[config.mk]
export PLATFORM = sky130hd
export DESIGN_NAME = split_barrier_unit
export DESIGN_NICKNAME = d
export VERILOG_FILES = /design/src/rtl/sbu_pkg.sv /design/src/rtl/sbu_rst_sync.sv /design/src/rtl/sbu_bar_slot.sv /design/src/rtl/sbu_wait_slot.sv /design/src/rtl/split_barrier_unit.sv
export SDC_FILE = /design/constraint.sdc
export NUM_CORES = 1
export LEC_CHECK = 0
export ABC_AREA = 1
export CAP_MARGIN = 20
export CORE_UTILIZATION = 55
export CTS_CLUSTER_DIAMETER = 80
export DETAILED_ROUTE_END_ITERATION = 8
export GPL_TIMING_DRIVEN = 0
export PLACE_DENSITY = 0.9
export SYNTH_ARGS = -nofsm -noshare
export SYNTH_HDL_FRONTEND = slang
export SYNTH_HIERARCHICAL = 1
export SYNTH_SLANG_ARGS = --single-unit
[constraint.sdc]
create_clock -name clk -period 7.3 [get_ports clk]
set_clock_uncertainty 0.05 [all_clocks]
set_input_delay 0.73 -clock clk [delete_from_list [all_inputs] [get_ports clk]]
set_output_delay 0.73 -clock clk [all_outputs]
set_load 0.03 [all_outputs]
[src/rtl/sbu_pkg.sv]
package sbu_pkg;
  localparam int SBU_PARTS = 8;
  localparam int SBU_BARS  = 4;

  function automatic int sbu_idw(input int n);
    return (n > 1) ? $clog2(n) : 1;
  endfunction
endpackage

[src/rtl/sbu_rst_sync.sv]
module sbu_rst_sync (
  input  logic clk,
  input  logic rst_n,
  output logic rst_sync_n
);
  logic s1_q, s2_q;

  always_ff @(posedge clk or negedge rst_n) begin
    if (!rst_n) begin
      s1_q <= 1'b0;
      s2_q <= 1'b0;
    end else begin
      s1_q <= 1'b1;
      s2_q <= s1_q;
    end
  end

  assign rst_sync_n = s2_q;
endmodule

[src/rtl/sbu_bar_slot.sv]
module sbu_bar_slot #(
  parameter int N_PART = 8
) (
  input  logic              clk,
  input  logic              rst_n,
  input  logic [N_PART-1:0] hit,
  output logic              phase_o,
  output logic [N_PART-1:0] tag_o,
  output logic [N_PART-1:0] dup_o,
  output logic [N_PART-1:0] arr_o
);
  logic [N_PART-1:0] arr_q, arr_d, acc, merged;
  logic [N_PART-1:0] tag_q, tag_d;
  logic              phase_q, phase_d, full, upd;

  always_comb begin
    acc     = hit & ~arr_q;
    merged  = arr_q | acc;
    full    = &merged;
    upd     = |hit;
    arr_d   = full ? '0 : merged;
    phase_d = phase_q ^ full;
    for (int p = 0; p < N_PART; p++) begin
      tag_d[p] = acc[p] ? phase_q : tag_q[p];
    end
    dup_o   = hit & arr_q;
  end

  always_ff @(posedge clk or negedge rst_n) begin
    if (!rst_n) begin
      arr_q   <= '0;
      tag_q   <= '0;
      phase_q <= 1'b0;
    end else if (upd) begin
      arr_q   <= arr_d;
      tag_q   <= tag_d;
      phase_q <= phase_d;
    end
  end

  assign phase_o = phase_q;
  assign tag_o   = tag_q;
  assign arr_o   = arr_q;
endmodule

[src/rtl/sbu_wait_slot.sv]
module sbu_wait_slot #(
  parameter int N_BAR = 4,
  parameter int IDW   = 2
) (
  input  logic             clk,
  input  logic             rst_n,
  input  logic             wait_req,
  input  logic [IDW-1:0]   wait_bar,
  input  logic [N_BAR-1:0] done_vec,
  output logic             release_o
);
  logic           pend_q, pend_d, rel, en;
  logic [IDW-1:0] bar_q, bar_d;

  always_comb begin
    rel    = pend_q & done_vec[bar_q];
    en     = wait_req | rel;
    pend_d = wait_req ? 1'b1 : 1'b0;
    bar_d  = wait_req ? wait_bar : bar_q;
  end

  always_ff @(posedge clk or negedge rst_n) begin
    if (!rst_n) begin
      pend_q <= 1'b0;
      bar_q  <= '0;
    end else if (en) begin
      pend_q <= pend_d;
      bar_q  <= bar_d;
    end
  end

  assign release_o = rel;
endmodule

[src/rtl/split_barrier_unit.sv]
module split_barrier_unit #(
  parameter int N_PART = sbu_pkg::SBU_PARTS,
  parameter int N_BAR  = sbu_pkg::SBU_BARS,
  localparam int IDW   = sbu_pkg::sbu_idw(N_BAR)
) (
  input  logic                  clk,
  input  logic                  rst_n,
  input  logic [N_PART-1:0]     sig_valid,
  input  logic [N_PART*IDW-1:0] sig_id,
  input  logic [N_PART-1:0]     wait_valid,
  input  logic [N_PART*IDW-1:0] wait_id,
  output logic [N_PART-1:0]     release_o,
  output logic [N_PART-1:0]     err_o
);
  logic                    rst_sync_n;
  logic [N_BAR-1:0]        bar_phase;
  logic [N_BAR-1:0]        bar_hit_any;
  logic [N_BAR*N_PART-1:0] bar_arr;
  logic [N_BAR*N_PART-1:0] bar_tag;
  logic [N_BAR*N_PART-1:0] bar_dup;
  logic [N_BAR*N_PART-1:0] bar_hit;
  logic [N_PART-1:0]       dup_any;
  logic [N_PART-1:0]       err_q;

  sbu_rst_sync u_rst (.clk(clk), .rst_n(rst_n), .rst_sync_n(rst_sync_n));

  always_comb begin
    dup_any = '0;
    for (int b = 0; b < N_BAR; b++) begin
      for (int p = 0; p < N_PART; p++) begin
        bar_hit[b*N_PART+p] = sig_valid[p] && (sig_id[p*IDW +: IDW] == IDW'(b));
      end
      bar_hit_any[b] = |bar_hit[b*N_PART +: N_PART];
      dup_any        = dup_any | bar_dup[b*N_PART +: N_PART];
    end
  end

  for (genvar b = 0; b < N_BAR; b++) begin : g_bar
    sbu_bar_slot #(.N_PART(N_PART)) u_slot (
      .clk     (clk),
      .rst_n   (rst_sync_n),
      .hit     (bar_hit[b*N_PART +: N_PART]),
      .phase_o (bar_phase[b]),
      .tag_o   (bar_tag[b*N_PART +: N_PART]),
      .dup_o   (bar_dup[b*N_PART +: N_PART]),
      .arr_o   (bar_arr[b*N_PART +: N_PART])
    );
  end

  for (genvar p = 0; p < N_PART; p++) begin : g_part
    logic [N_BAR-1:0] done_vec;
    always_comb begin
      for (int b = 0; b < N_BAR; b++) begin
        done_vec[b] = bar_phase[b] ^ bar_tag[b*N_PART+p];
      end
    end
    sbu_wait_slot #(.N_BAR(N_BAR), .IDW(IDW)) u_wait (
      .clk       (clk),
      .rst_n     (rst_sync_n),
      .wait_req  (wait_valid[p]),
      .wait_bar  (wait_id[p*IDW +: IDW]),
      .done_vec  (done_vec),
      .release_o (release_o[p])
    );
  end

  always_ff @(posedge clk or negedge rst_sync_n) begin
    if (!rst_sync_n) err_q <= '0;
    else             err_q <= dup_any;
  end

  assign err_o = err_q;
endmodule

==> metrics.yaml, run 1 <==
fp.dieH_um: 105
post-route-min-period_ns: 3.06
rr_worst_depth: 9
grt_pass1_vias: 5048
p_switching_w: 0.00111
syn_area_per_cell_um2: 6.59
overflow: 0
p_sw_share_pct: 45.3
end_kind: "primary output"
postRouteAntennaNets: 0
drv_slew: 0
maxCapViolCount: 0
hold_ws_ns: 0.316
initial_core_util_pct: 56.9
power.leakage_nw: 4.02
cellPowerDensity_nw_per_um2: 354
critPathArrivalTime_ns: 2.28
dieArea_um2: 11100
critPathKind: "register to primary output"
place_ws_ns: 4.65
p_seq_share_pct: 38.7
cp-startpoint: "g_bar[0].u_slot/phase_o$_DFFE_PN0N_"
ioPinCount: 66
yosys_register_bits: 102
syn_area_um2: 5870
cts.sinks: 102
outcome: "complete, no violations"
power_frac_clock_pct: 14.3
diodes: 0
fp.dieW_um: 105
cts_inserted_buffers: 9
cts_root_buffer: "clkbuf_8"
finalSetupViolations: 0
drt-total-wl_um: 13100
cp_cell_sequence: "buf_6, inv_2, nand2_1, nand2_1, nand2_1, nand3_1, nand2_1, nor2_1, clkdlybuf4s50_1"
hold_violations: 0
placementRows: 37
cts_tree: "done"
nets: 1018
setup_ws_ns: 4.24
cpMostUsedCell: "nand2_1"
dr.pass1.iters: 5
combPwrFrac_pct: 47.0
cts_max_level: 3
clk_latency_ns: 0.38
slowest_delay_ns: 0.67
grt.total_usage_pct: 25.7
seq_area_frac_synth_pct: 43.5
area_growth_pct: 17.8
peakVddDrop_mv: 0.152
tightestPinTransition_ns: 0.637
timing.fmax_mhz: 327
timing.setup.tns_ns: 0
synth_cells: 891
period_share_pct: 41.9
gp_congestion: 0.898
drc: 0
postCtsSetupBuffers: 0
mostFrequentLayoutCells: "328 x nand2_1, 184 x inv_1, 124 x nor2_1"
cts_hold_buf: 0
cts-resized-gates: 0
cts.clk_slew.worst_paths_ns: 0.10
drtIter0Drc: 438
layout_commonest_cell: "nand2_1"
crit_required_ns: 6.52
p_int_w: 0.00134
crit_path_start_kind: "register"
crit_family: "buffers and inverters"
wire_per_inst_um: 11.9
grt_setup_unrepaired: "no"
slowest_stage: "clkdlybuf4s50_1"
via_per_inst: 4.83
core_area_um2: 10300
relSlewSlack_pct: 57.5
hold_path.class: "register to async pin"
hpwl_um: 10100
antenna_found_initial: 0
max-clock-path-buffers: 2
cp.buffers_inverters: 3
yosys_warnings: 6
grt_max_degree: 55
io_buffers: 65
critical_path_depth: 9
critPathMaxFanout: 9
r2r-start: "g_bar[0].u_slot/phase_o$_DFFE_PN0N_"
grt_pass1_wl_um: 22300
synth_cell_types: 16
syn_nets: 941
vias: 5358
drive_gt1_share_pct: 8.43
cell families (layout without fill, tap and decap cells):
kind of cell,after synthesis,after routing,synth area share (%)
AND/OR/NAND/NOR,500,500,35.5
buffers and inverters,220,302,14.8
flip-flops,102,102,43.5
AO/OA/AOI/OAI,68,68,6.22
other,1,1,0.0639
sequential cells by signal (all words and copies together) (netlist names):
register	cells
g_part.u_wait/bar_q	16
g_bar.u_slot/phase_o	4
g_bar.u_slot/arr_o	32
g_part.u_wait/pend_q	8
err_o	8
u_rst/s1_q	1
g_bar.u_slot/tag_o	32
u_rst/rst_sync_n	1
cell usage after synthesis:
master,instances,area [um2]
a21oi_1,20,100
a31oi_1,20,125
buf_6,4,45.0
conb_1,1,3.75
dfrtp_1,102,2550
inv_1,184,691
inv_2,28,105
inv_4,4,25.0
nand2_1,328,1230
nand2_2,12,75.1
nand3_1,20,100
nand3_4,4,70.1
nand4_2,4,50.1
nor2_1,124,465
nor2_4,8,90.1
o21ai_0,28,140
power groups by stage:
stage	Combinational, W	Clock, W	Sequential (W)
final	0.00115	0.000350	0.000947
after global routing	0.00131	0.000375	0.000978
after detailed placement	0.00114	0	0.000956
after CTS	0.00115	0.000355	0.000947
after floorplan	0.000827	0	0.000937
after global placement	0.00109	0	0.000951
area by class of cell:
type / count / area [um2]
clock inverters: 6 / 55.1
multi-input cells: 569 / 2450
repair buffers: 66 / 678
plain buffers: 4 / 45.0
well taps: 136 / 170
inverters: 216 / 821
flip-flops and latches: 102 / 2560
fillers: 845 / 3410
clock buffers: 10 / 138
through the flow:
| stage | util (%) | area, um2 | std cells | power (W) |
|---|---|---|---|---|
| floorplan | - | 5870 | 891 | 0.00176 |
| CTS | 67.0 | 6910 | 1109 | 0.00245 |
| finish | 67.0 | 6910 | 1109 | 0.00245 |
| global placement | 64.8 | 6690 | 1092 | 0.00204 |
| global route | 67.0 | 6910 | 1109 | 0.00267 |
| detailed placement | 65.1 | 6720 | 1093 | 0.00209 |
per-layer routing:
layer  GRT usage, %  share of wire, %
met1           32.6                44
met2           43.8                49
met3           4.27               5.4
met4           9.66               2.5
met5              0                 0
path summary, 6_finish.rpt:
kind | endpoint | slack [ns]
worst max-delay path | release_o[5] | 4.24
worst min-delay path | err_o[7]$_DFF_PN0_ | 0.32
worst max register to register | g_part[5].u_wait/pend_q$_DFFE_PN0P_ | 5.90
worst min register to register | err_o[7]$_DFF_PN0_ | 0.32
max in group asynchronous | g_part[2].u_wait/bar_q[0]$_DFFE_PN0P_ | 6.19
min in group clk | u_rst/rst_sync_n$_DFF_PN0_ | 0.32
(Power assumes the default switching activity.)
==> inputs of run 2 (changes only) <==
CORE_UTILIZATION = 51   (was 55)
PLACE_DENSITY = 0.88   (was 0.9)
clock period = 2.5 ns   (was 7.3 ns; I/O delays follow)
==> metrics.yaml, run 2 (synthesized netlist as in run 1, its figures left out) <==
cts_tree: "done"  # unchanged
drt-total-wl_um: 13500  # was 13100 um
power.leakage_nw: 4.13  # was 4.02 nW
nets: 1019  # was 1018
ioPinCount: 66  # unchanged
drc: 0  # unchanged
antenna_found_initial: 0  # unchanged
cts_root_buffer: "clkbuf_16"  # was clkbuf_8
layout_commonest_cell: "nand2_1"  # unchanged
power_frac_clock_pct: 19.3  # was 14.3%
critPathKind: "register to primary output"  # unchanged
via_per_inst: 4.78  # was 4.83
critPathMaxFanout: 9  # unchanged
reg2reg_slack_ns: 1.08  # was 5.90 ns
cellPowerDensity_nw_per_um2: 1070  # was 354 nW/um2
p_int_w: 0.00428  # was 0.00134 W
drive_gt1_share_pct: 8.42  # was 8.43%
end_kind: "primary output"  # unchanged
diodes: 0  # unchanged
cts.clk_slew.worst_paths_ns: 0.07  # was 0.10 ns
clk_latency_ns: 0.35  # was 0.38 ns
fp.dieH_um: 109  # was 105 um
gp_congestion: 0.859  # was 0.898
crit_required_ns: 2.20  # was 6.52 ns
initial_core_util_pct: 53.2  # was 56.9%
hold_ws_ns: 0.307  # was 0.316 ns
finalSetupViolations: 0  # unchanged
p_seq_share_pct: 36.9  # was 38.7%
nFillCells: 964  # was 845
mostFrequentLayoutCells: "328 x nand2_1, 184 x inv_1, 124 x nor2_1"  # unchanged
dieArea_um2: 11900  # was 11100 um2
grt_pass1_vias: 4848  # was 5048
p_switching_w: 0.00327  # was 0.00111 W
timing.fmax_mhz: 438
r2r-start: "g_bar[0].u_slot/phase_o$_DFFE_PN0N_"  # unchanged
wire_per_inst_um: 12.1  # was 11.9 um
p_sw_share_pct: 43.3  # was 45.3%
cp-startpoint: "g_bar[0].u_slot/phase_o$_DFFE_PN0N_"  # unchanged
cts_inserted_buffers: 9  # unchanged
rr_worst_depth: 9  # unchanged
crit_path_start_kind: "register"  # unchanged
r2r-end: "g_part[4].u_wait/pend_q$_DFFE_PN0P_"  # was g_part[5].u_wait/pend_q$_DFFE_PN0P_
placementRows: 38  # was 37
period_share_pct: 91.4
postRouteAntennaNets: 0  # unchanged
hp-start: "u_rst/s1_q$_DFF_PN0_"
outcome: "complete, no violations"  # unchanged
cts.sinks: 102  # unchanged
grt.total_usage_pct: 24.8  # was 25.7%
drtIter0Drc: 332  # was 438
maxCapViolCount: 0  # unchanged
relSlewSlack_pct: 54.7  # was 57.5%
grt_setup_unrepaired: "no"  # unchanged
overflow: 0  # unchanged
max-clock-path-buffers: 2  # unchanged
cts_max_level: 3  # unchanged
area_growth_pct: 19.9  # was 17.8%
grt_pass1_wl_um: 22300  # about the same
hold_path.class: "register to register"  # was register to async pin
tightestPinTransition_ns: 0.680  # was 0.637 ns
combPwrFrac_pct: 43.9  # was 47.0%
fp.dieW_um: 109  # was 105 um
hpwl_um: 10100  # about the same
hold_violations: 0  # unchanged
timing.setup.tns_ns: 0  # unchanged
core_area_um2: 11000  # was 10300 um2
vias: 5322  # was 5358
endpoint: "release_o[4]"  # was release_o[5]
drv_slew: 0  # unchanged
post-route-min-period_ns: 2.28
grt_max_degree: 53  # was 55
dr.pass1.iters: 5  # unchanged
peakVddDrop_mv: 0.696  # was 0.152 mV
critPathArrivalTime_ns: 1.98  # was 2.28 ns
io_buffers: 65  # unchanged
## run 2: cell types whose count changed in the layout (fill, tap and decap cells not counted), sizes merged
cell           delta
bufinv            +1
dlymetal6s2s      +2
dlygate4sd2       +6
clkdlybuf4s50     -8
clkinvlp          -2
clkinv            +1
dlygate4sd3       +1
## run 2: repair_timing
item	in CTS	in global routing
resized for setup	6	2
hold buffers	1	0
buffers inserted	0	0
hold endpoints to repair	2	0
pin swaps	0	0
setup endpoints to repair	6	2
## run 2: power groups by stage
stage	combinational (W)	clock [W]	sequential [W]
detailed placement	0.00332	0	0.00280
floorplan	0.00241	0	0.00274
global placement	0.00319	0	0.00279
finish	0.00331	0.00146	0.00279
global route	0.00377	0.00154	0.00288
CTS	0.00331	0.00148	0.00278
## run 2: layer usage
metal  global-route usage [%]  wire length (um)  vias to the layer above
met3                     4.90               979                       23
met1                     32.4              6030                     2363
met2                     40.7              6230                      179
li1                         -                 -                     2757
met5                        0                 0                        -
met4                     9.43               288                        0
## run 2: cell type report
cell class,count,area [um2],area share (%)
sequential,102,2560,36.3
multi-input combinational,569,2450,34.8
inverter,216,821,11.7
timing repair buffer,67,686,9.74
clock buffer,10,239,3.39
tap,140,175,2.49
clock inverter,6,66.3,0.942
buffer,4,45.0,0.640
## run 2: stage by stage
step | instance area, um2 | setup WS, ns | power (W) | utilization, % | cells
after floorplan | 5870 | 0.738 | 0.00515 | - | 891
after global placement | 6700 | 0.0784 | 0.00598 | 60.7 | 1096
after detailed placement | 6730 | 0.332 | 0.00612 | 61.0 | 1097
after CTS | 7030 | 0.00728 | 0.00757 | 63.8 | 1114
after global routing | 7040 | 0.0799 | 0.00819 | 63.8 | 1114
final | 7040 | 0.215 | 0.00755 | 63.8 | 1114
## run 2: how the worst min path moves through the flow
stage,to,slack (ns),cells after the start
finish,u_rst/rst_sync_n$_DFF_PN0_,0.31,0
global route,u_rst/rst_sync_n$_DFF_PN0_,0.32,0
CTS,u_rst/rst_sync_n$_DFF_PN0_,0.31,0
detailed placement,u_rst/rst_sync_n$_DFF_PN0_,0.29,0
global placement,u_rst/rst_sync_n$_DFF_PN0_,0.29,0
floorplan,u_rst/rst_sync_n$_DFF_PN0_,-0.1,0
## run 2: critical path, cell delays in order, from the launching register on
cell	delay, ns
dfrtp_1	0.43
buf_6	0.16
inv_2	0.13
nand2_1	0.06
nand2_1	0.14
nand2_1	0.08
nand3_1	0.07
nand2_1	0.08
nor2_1	0.08
dlygate4sd2_1	0.40
==> inputs of run 3 (changes only) <==
CORE_UTILIZATION = 35   (was 51)
PLACE_DENSITY = 0.68   (was 0.88)
==> metrics.yaml, run 3 (synthesized netlist as in run 1, its figures left out) <==
core_area_um2: 16100  # was 11000 um2
dieArea_um2: 17300  # was 11900 um2
wire_per_inst_um: 11.5  # was 12.1 um
overflow: 0  # unchanged
grt_setup_unrepaired: "no"  # unchanged
vias: 5133  # was 5322
max-clock-path-buffers: 2  # unchanged
cp.buffers_inverters: 3  # unchanged
hpwl_um: 10600  # was 10100 um
io_buffers: 65  # unchanged
grt_max_degree: 56  # was 53
crit_family: "buffers and inverters"  # unchanged
finalSetupViolations: 0  # unchanged
ioPinCount: 66  # unchanged
postRouteAntennaNets: 0  # unchanged
cts_max_level: 3  # unchanged
via_per_inst: 4.31  # was 4.78
timing.setup.tns_ns: 0  # unchanged
grt.total_usage_pct: 16.7  # was 24.8%
cts_root_buffer: "clkbuf_16"  # unchanged
hold_path.class: "register to async pin"  # was register to register
r2r-end: "g_part[7].u_wait/pend_q$_DFFE_PN0P_"  # was g_part[4].u_wait/pend_q$_DFFE_PN0P_
antenna_found_initial: 0  # unchanged
cts_tree: "done"  # unchanged
peakVddDrop_mv: 0.427  # was 0.696 mV
crit_required_ns: 2.20  # about the same
critPathMaxFanout: 9  # unchanged
nets: 1019  # unchanged
critPathKind: "register to primary output"  # unchanged
regArea_um2: 2560  # unchanged
outcome: "complete, no violations"  # unchanged
slowest_delay_ns: 0.42  # was 0.43 ns
drv_slew: 0  # unchanged
cts_inserted_buffers: 9  # unchanged
power.leakage_nw: 4.10  # was 4.13 nW
relSlewSlack_pct: 58.2  # was 54.7%
clk_latency_ns: 0.35  # about the same
r2r-start: "g_bar[0].u_slot/phase_o$_DFFE_PN0N_"  # unchanged
area_growth_pct: 21.4  # was 19.9%
placementRows: 46  # was 38
end_kind: "primary output"  # unchanged
grt_pass1_wl_um: 22700  # was 22300 um
cp_cell_sequence: "buf_6, inv_2, nand2_1, nand2_1, nand2_1, nand3_1, nand2_1, nor2_1, dlygate4sd2_1"  # unchanged
cts.clk_slew.worst_paths_ns: 0.07  # about the same
tightestPinTransition_ns: 0.627  # was 0.680 ns
multi_input_area_um2: 2450  # unchanged
gp_congestion: 0.857  # was 0.859
drive_gt1_share_pct: 8.21  # was 8.42%
slowest_stage: "dfrtp_1"  # unchanged
maxCapViolCount: 0  # unchanged
drtIter0Drc: 425  # was 332
fp.dieW_um: 131  # was 109 um
timing.fmax_mhz: 446  # was 438 MHz
critPathArrivalTime_ns: 1.94  # was 1.98 ns
diodes: 0  # unchanged
drt-total-wl_um: 13700  # was 13500 um
final_util_pct: 44.2  # was 63.8%
initial_core_util_pct: 36.4  # was 53.2%
cellPowerDensity_nw_per_um2: 1050  # was 1070 nW/um2
fp.dieH_um: 131  # was 109 um
period_share_pct: 89.7  # was 91.4%
grt_pass1_vias: 4796  # was 4848
hold_violations: 0  # unchanged
drc: 0  # unchanged
cpMostUsedCell: "nand2_1"  # unchanged
dr.pass1.iters: 5  # unchanged
rr_worst_depth: 9  # unchanged
crit_path_start_kind: "register"  # unchanged
mostFrequentLayoutCells: "328 x nand2_1, 184 x inv_1, 124 x nor2_1"  # unchanged
post-route-min-period_ns: 2.24  # was 2.28 ns
layout_commonest_cell: "nand2_1"  # unchanged
cts.sinks: 102  # unchanged
reg2reg_slack_ns: 1.12  # was 1.08 ns
nFillCells: 1636  # was 964
==> run 3: cell count changes in the layout (fill, tap and decap cells not counted) <==
| cell | change |
|---|---|
| clkinv_4 | -1 |
| inv_6 | -2 |
| clkinv_2 | -1 |
| clkbuf_8 | +1 |
| dlymetal6s2s_1 | -2 |
| clkbuf_1 | +2 |
| clkinvlp_4 | +1 |
| dlygate4sd2_1 | +2 |
==> run 3: what timing repair did <==
| item | 4_1_cts | 5_1_grt |
|---|---|---|
| buffers inserted | 0 | 0 |
| endpoints found under the setup margin | 8 | 0 |
| hold buffers | 1 | 0 |
| resized for setup | 8 | 0 |
| endpoints found under the hold margin | 2 | 0 |
==> run 3: per-layer routing <==
| metal | wire (um) | GRT usage [%] |
|---|---|---|
| met1 | 6680 | 22.4 |
| met2 | 6090 | 26.8 |
| met3 | 731 | 2.70 |
| met4 | 225 | 6.33 |
| met5 | 0 | 0 |
==> run 3: worst register-to-register path: cells and delay by family, from the launching register on <==
kind                   cells  cell delay [ns]
flip-flops                 1             0.42
buffers and inverters      2             0.29
AND/OR/NAND/NOR            7             0.51
==> run 3: report_power, final <==
group	internal, W	switching, W
logic	0.00120	0.00211
registers	0.00226	0.000486
clock network	0.000831	0.000615
==> run 3: area by class of cell <==
type                            instances  area share, %
Tap cell                              216           3.79
Sequential cell                       102           35.9
Clock buffer                           13           3.65
Clock inverter                          3          0.597
Multi-Input combinational cell        569           34.4
Buffer                                  4          0.632
Timing Repair Buffer                   67           9.52
Inverter                              216           11.5
==> run 3: worst max-delay path by stage <==
stage | startpoint | endpoint | slack [ns] | depth (start not counted)
floorplan | u_rst/rst_sync_n$_DFF_PN0_ | err_o[0]$_DFF_PN0_ | 0.74 | 0
global placement | u_rst/rst_sync_n$_DFF_PN0_ | g_part[0].u_wait/bar_q[1]$_DFFE_PN0P_ | 0.003 | 0
detailed placement | g_bar[0].u_slot/phase_o$_DFFE_PN0N_ | release_o[4] | 0.34 | 9
CTS | g_bar[0].u_slot/phase_o$_DFFE_PN0N_ | release_o[4] | 0.23 | 9
global route | g_bar[0].u_slot/phase_o$_DFFE_PN0N_ | release_o[0] | 0.08 | 9
finish | g_bar[0].u_slot/phase_o$_DFFE_PN0N_ | release_o[5] | 0.26 | 9
==> run 3: metrics by stage <==
stage | hold slack, ns | power, W | cells | setup WS (ns) | cell area, um2
3_5_place_dp | 0.292 | 0.00613 | 1173 | 0.336 | 6820
4_1_cts | 0.308 | 0.00757 | 1190 | 0.228 | 7120
5_1_grt | 0.313 | 0.00816 | 1190 | 0.0831 | 7120
6_report | 0.305 | 0.00750 | 1190 | 0.259 | 7120
3_3_place_gp | 0.284 | 0.00605 | 1172 | 0.00310 | 6790
2_1_floorplan | -0.0956 | 0.00515 | 891 | 0.738 | 5870
